**config.mk**
```make
export PLATFORM = sky130hd
export DESIGN_NAME = cbq_order_queue
export DESIGN_NICKNAME = d
export VERILOG_FILES = /design/src/rtl/cbq_pkg.sv /design/src/rtl/cbq_store.sv /design/src/rtl/cbq_load_gate.sv /design/src/rtl/cbq_retire.sv /design/src/rtl/cbq_order_queue.sv
export SDC_FILE = /design/constraint.sdc
export NUM_CORES = 1
export LEC_CHECK = 0
export BUFFER_PORTS_ARGS = -buffer_cell sky130_fd_sc_hd__buf_2
export CORE_UTILIZATION = 55
export DETAILED_ROUTE_END_ITERATION = 12
export GPL_TIMING_DRIVEN = 0
export PLACE_DENSITY = 0.8
export REMOVE_ABC_BUFFERS = 1
export SYNTH_ARGS = -nofsm -noshare
export SYNTH_HDL_FRONTEND = slang
export SYNTH_SLANG_ARGS = --single-unit
```
**constraint.sdc**
```tcl
create_clock -name clk -period 5.7 [get_ports clk]
set_input_delay 0.855 -clock clk [delete_from_list [all_inputs] [get_ports clk]]
set_output_delay 0.855 -clock clk [all_outputs]
set_load 0.005 [all_outputs]
```
**src/rtl/cbq_pkg.sv**
```systemverilog
package cbq_pkg;

  typedef enum logic [2:0] {
    OP_STORE   = 3'd0,
    OP_ZERO    = 3'd1,
    OP_CLEAN   = 3'd2,
    OP_INVAL   = 3'd3,
    OP_FLUSH   = 3'd4,
    OP_PREF    = 3'd5,
    OP_FENCE_W = 3'd6,
    OP_FENCE_R = 3'd7
  } cbq_op_e;

  // block maintenance verbs: behave as stores and fence overlapping loads
  function automatic logic op_is_maint(input cbq_op_e op);
    return (op == OP_CLEAN) || (op == OP_INVAL) || (op == OP_FLUSH);
  endfunction

  // everything a write-ordering fence must wait for
  function automatic logic op_is_write(input cbq_op_e op);
    return (op == OP_STORE) || (op == OP_ZERO) || op_is_maint(op);
  endfunction

  function automatic logic op_is_fence(input cbq_op_e op);
    return (op == OP_FENCE_W) || (op == OP_FENCE_R);
  endfunction

endpackage

```
**src/rtl/cbq_store.sv**
```systemverilog
module cbq_store
  import cbq_pkg::*;
#(
  parameter int DEPTH = 8,
  parameter int BW    = 26,
  localparam int PW   = $clog2(DEPTH)
) (
  input  logic                       clk,
  input  logic                       rst,
  input  logic                       push,
  input  cbq_op_e                    push_op,
  input  logic [BW-1:0]              push_blk,
  input  logic                       pop,
  output logic [DEPTH-1:0]           vld,
  output cbq_op_e [DEPTH-1:0]        ops,
  output logic [DEPTH-1:0][BW-1:0]   blks,
  output logic [PW-1:0]              head,
  output logic [PW:0]                count
);

  logic [PW-1:0] tail;

  always_ff @(posedge clk) begin
    if (rst) begin
      vld   <= '0;
      head  <= '0;
      tail  <= '0;
      count <= '0;
    end else begin
      if (pop) begin
        vld[head] <= 1'b0;
        head      <= head + PW'(1);
      end
      if (push) begin
        vld[tail] <= 1'b1;
        tail      <= tail + PW'(1);
      end
      count <= count + (PW+1)'(push) - (PW+1)'(pop);
    end
  end

  // payload has no reset, written only at the tail
  always_ff @(posedge clk) begin
    if (push) begin
      ops[tail]  <= push_op;
      blks[tail] <= push_blk;
    end
  end

endmodule

```
**src/rtl/cbq_load_gate.sv**
```systemverilog
module cbq_load_gate
  import cbq_pkg::*;
#(
  parameter int DEPTH = 8,
  parameter int BW    = 26,
  localparam int PW   = $clog2(DEPTH)
) (
  input  logic [DEPTH-1:0]           vld,
  input  cbq_op_e [DEPTH-1:0]        ops,
  input  logic [DEPTH-1:0][BW-1:0]   blks,
  input  logic [PW-1:0]              head,
  input  logic                       ld_valid,
  input  logic [BW-1:0]              ld_blk,
  output logic                       ld_grant
);

  logic [DEPTH-1:0]          hit;
  logic [DEPTH-1:0]          fence_hold;
  logic [DEPTH-1:0][PW-1:0]  age;

  generate
    for (genvar i = 0; i < DEPTH; i++) begin : g_slot
      assign age[i] = PW'(i) - head;
      assign hit[i] = vld[i] && op_is_maint(ops[i]) && (blks[i] == ld_blk);

      always_comb begin
        fence_hold[i] = 1'b0;
        if (vld[i] && ops[i] == OP_FENCE_W) begin
          for (int j = 0; j < DEPTH; j++) begin
            if (vld[j] && op_is_write(ops[j]) && (age[j] < age[i]))
              fence_hold[i] = 1'b1;
          end
        end
      end
    end
  endgenerate

  assign ld_grant = ld_valid && !(|hit) && !(|fence_hold);

endmodule

```
**src/rtl/cbq_retire.sv**
```systemverilog
module cbq_retire
  import cbq_pkg::*;
#(
  parameter int AW             = 32,
  parameter int OFF            = 6,
  parameter bit MAINT_AS_FLUSH = 1'b0,
  localparam int BW            = AW - OFF
) (
  input  logic          head_vld,
  input  cbq_op_e       head_op,
  input  logic [BW-1:0] head_blk,
  input  logic          mem_ready,
  output logic          mem_valid,
  output logic [2:0]    mem_op,
  output logic [AW-1:0] mem_addr,
  output logic          pop
);

  logic is_fence;
  assign is_fence  = op_is_fence(head_op);
  assign mem_valid = head_vld && !is_fence;
  assign pop       = head_vld && (is_fence || mem_ready);
  assign mem_addr  = {head_blk, {OFF{1'b0}}};

  generate
    if (MAINT_AS_FLUSH) begin : g_fold
      assign mem_op = ((head_op == OP_CLEAN) || (head_op == OP_INVAL)) ? OP_FLUSH : head_op;
    end else begin : g_pass
      assign mem_op = head_op;
    end
  endgenerate

endmodule

```
**src/rtl/cbq_order_queue.sv**
```systemverilog
module cbq_order_queue
  import cbq_pkg::*;
#(
  parameter int AW             = 32,
  parameter int BLOCK_BYTES    = 64,
  parameter int DEPTH          = 8,
  parameter int PF_LIMIT       = 6,
  parameter bit MAINT_AS_FLUSH = 1'b0
) (
  input  logic          clk,
  input  logic          rst,
  input  logic          alloc_valid,
  input  logic [2:0]    alloc_op,
  input  logic [AW-1:0] alloc_addr,
  output logic          alloc_ready,
  input  logic          ld_valid,
  input  logic [AW-1:0] ld_addr,
  output logic          ld_grant,
  output logic          mem_valid,
  output logic [2:0]    mem_op,
  output logic [AW-1:0] mem_addr,
  input  logic          mem_ready
);

  localparam int OFF = $clog2(BLOCK_BYTES);
  localparam int BW  = AW - OFF;
  localparam int PW  = $clog2(DEPTH);

  logic [DEPTH-1:0]          vld;
  cbq_op_e [DEPTH-1:0]       ops;
  logic [DEPTH-1:0][BW-1:0]  blks;
  logic [PW-1:0]             head;
  logic [PW:0]               count;
  logic                      accept, drop, push, pop;
  cbq_op_e                   in_op;

  assign in_op       = cbq_op_e'(alloc_op);
  assign alloc_ready = (count < (PW+1)'(DEPTH));
  assign accept      = alloc_valid && alloc_ready;
  assign drop        = (in_op == OP_PREF) && (count >= (PW+1)'(PF_LIMIT));
  assign push        = accept && !drop;

  cbq_store #(.DEPTH(DEPTH), .BW(BW)) u_store (
    .clk(clk), .rst(rst),
    .push(push), .push_op(in_op), .push_blk(alloc_addr[AW-1:OFF]),
    .pop(pop),
    .vld(vld), .ops(ops), .blks(blks), .head(head), .count(count)
  );

  cbq_load_gate #(.DEPTH(DEPTH), .BW(BW)) u_gate (
    .vld(vld), .ops(ops), .blks(blks), .head(head),
    .ld_valid(ld_valid), .ld_blk(ld_addr[AW-1:OFF]),
    .ld_grant(ld_grant)
  );

  cbq_retire #(.AW(AW), .OFF(OFF), .MAINT_AS_FLUSH(MAINT_AS_FLUSH)) u_retire (
    .head_vld(vld[head]), .head_op(ops[head]), .head_blk(blks[head]),
    .mem_ready(mem_ready),
    .mem_valid(mem_valid), .mem_op(mem_op), .mem_addr(mem_addr),
    .pop(pop)
  );

endmodule

```
==> results.toml <==
[floorplanning]
core-area_um2 = 23500
num_rows = 56
start_util_pct = 56.1
pin_count = 110
die_h_um = 157
die_w_um = 157
die-area_um2 = 24600

[grt]
grt_start_max_net_pins = 63
antenna_found_initial = 0
grt_overflow = 0
track_usage_pct = 30.5
grt_pass1_vias = 8588
grt_pass1_wl_um = 53900

[worst_setup_path]
crit_chain = "clkinv_2 -> ha_1 -> nand2b_1 -> o311ai_0 -> nand2_1 -> nand3b_1 -> a211o_1 -> a2111oi_0 -> nor4b_1 -> buf_2"
rr_startpoint = "u_store.head[2]"
required_ns = 4.85
cp_max_fo = 38
worstSetupPathType = "reg2out"
critPathCaptureType = "output port"
r2r_slack_ns = 1.88
cp.arrival_ns = 4.73
cpMaxStageDelayCell = "clkinv_2"
cpPeakStageDelay_ns = 0.79
rr_endpoint = "u_store.count[3]"
start_kind = "register"
worst_r2r_path_depth = 12

[yosys]
synth_area_um2 = 13200
synth_area_leaders = "edfxtp_1, mux4_2, xnor2_1"
synth_edf_count = 232
synthCells = 972
synth.avg_cell_area_um2 = 13.6
synthTopCellsByCount = "edfxtp_1, xnor2_1, nand2_1"
synthAdderAreaFrac_pct = 2.33
synth_top_area_share_pct = 52.7
yosys.area.top_type = "edfxtp_1"
synth_compound_area_share_pct = 5.63
synth_cell_types = 68
ys_seq_elements = 250
synth_most_common_cell = "edfxtp_1"
async_flop_share_pct = 0
synth-seq-area-share_pct = 55.5
synth-simple-area-share_pct = 8.73
yosys_most_used_dff = "edfxtp_1"
ys_warn_count = 0
synth_top_family_by_area = "XOR/XNOR gates"
synth.area.mux_share_pct = 10.7
synthXorXnorAreaFrac_pct = 14.1

[min_path]
worstHoldStart = "u_store.vld[4]"
hold_path_end = "u_store.vld[4]"
hp-class = "reg2reg"
min_path_cells = 2

[detailed_routing]
detail_route.wl_per_cell_um = 26.8
avgViaCountPerCell = 6.40
dr.first_iter.drc_count = 1112
wl_um = 36800
drc = 0
ant_nets = 0
vias = 8789
dr.pass1.iters = 7

[final_layout]
fin_cells = 1373
final_nets = 1133
area_growth_pct = 10.6
fin_area_um2 = 14600
final_util_pct = 62.0
antenna_cells = 0
drive_gt1_share_pct = 20.3

[clock_network]
cts_tree = "done"
clkLatencyLatePin_ns = 0.52
cts-htree-levels = 1
clk_pin_slew_ns = 0.06
cts_sinks = 250
clockBufferDepth = 3
postCtsHoldBufs = 0
cts_buffers = 25
cts_resized = 0
cts_setup_buffers = 0
clk_root_buffer_cell = "clkbuf_16"

[timing]
rsz0062_at_grt = "false"
final.period_utilization_pct = 98.0
max_slew_margin_pct = 37.5
worst_pin_slew_ns = 0.936
fin_skew_ns = 0.00797
setup_violations = 0
finalCriticalPeriod_ns = 5.59
finalHoldViolCount = 0
fmax_mhz = 179
drv_slew = 0
setup_ws_ns = 0.112

[place]
io_buffer_count = 91
place_ws_ns = 0.872
dp_hpwl_um = 25600
placed_area_um2 = 13900
dp_cells = 1329
gp_congestion = 0.926

[status]
outcome = "finished, final reports clean"

[pwr]
ir_drop_mv = 0.235
finalPower_uw = 4790
p_leak_uw = 0.00489
power.density_nw_per_um2 = 328

[flow_run]
maxCapViolCount = 0
-- cells by family (layout without fill, tap and decap cells) --
group	Yosys count	in the layout
compound gates	102	102
xor+xnor	213	213
fa+ha+maj	24	24
buf+inv	86	163
flops	250	250
mux	64	64
other cells	1	6
simple gates	232	232
-- routing by layer --
metal | vias to the layer above | track usage [%] | part of all wire (%)
li1 | 3760 | - | -
met1 | 4373 | 39.9 | 38
met2 | 552 | 50.1 | 48
met3 | 104 | 4.74 | 9.5
met4 | 0 | 14.5 | 4.9
met5 | - | 0 | 0
-- through the flow --
stage                     hold slack [ns]  setup TNS [ns]
after floorplan                     0.458          -0.763
after global placement              0.502          -17.62
after detailed placement            0.509               0
after CTS                           0.519               0
after global routing                0.550               0
final                               0.519               0
-- state kept, by name, summed over array words and instances, names as in the netlist --
signal         count
u_store.blks     208
u_store.count      4
u_store.head       3
u_store.ops       24
u_store.tail       3
u_store.vld        8
-- cell type report --
| cell class | count | area, µm² |
|---|---|---|
| Multi-Input combinational cell | 641 | 5510 |
| Sequential cell | 250 | 7340 |
| Inverter | 25 | 97.6 |
| Clock inverter | 14 | 93.8 |
| Tap cell | 319 | 399 |
| Timing Repair Buffer | 94 | 531 |
| Clock buffer | 30 | 644 |
| Fill cell | 1821 | 8940 |
-- worst max-delay path by stage --
stage	startpoint	cells after the start	slack (ns)	endpoint
floorplan	u_store.head[0]	10	-0.76	ld_grant
global placement	u_store.head[0]	11	-2.87	ld_grant
detailed placement	u_store.head[2]	10	0.87	ld_grant
CTS	u_store.head[2]	10	0.29	ld_grant
global route	u_store.head[2]	10	0.14	ld_grant
finish	u_store.head[2]	10	0.11	ld_grant
-- layout by cell type (no fill, tap or decap), drive strengths merged, types with 4 or more instances in the layout --
cell	count
conb	6
o2111ai	8
inv	24
a21oi	19
nor2b	9
clkinv	13
edfxtp	232
o22ai	6
nor2	20
nand2	109
o221ai	4
buf	94
xnor2	123
nand3	9
clkbuf	30
nor4	32
ha	23
nand4	33
o21ai	23
dfxtp	18
mux4	60
xor2	90
and2	6
nand4b	6
-- critical path, delay by kind of cell (launching register included) --
kind / cells / cell delay (ns)
buffers and inverters: 2 / 1.00
AND/OR/NAND/NOR: 4 / 0.90
AO/OA/AOI/OAI: 3 / 0.84
adder cells (fa/ha/maj): 1 / 0.79
flip-flops: 1 / 0.64
-- power breakdown --
part	switching (µW)	internal, µW	leakage [µW]
logic	564	461	0.00227
clock network	677	847	0.000368
registers	109	2130	0.00225
total	1350	3440	0.00489
No activity file was read; power rests on OpenSTA's default activity.
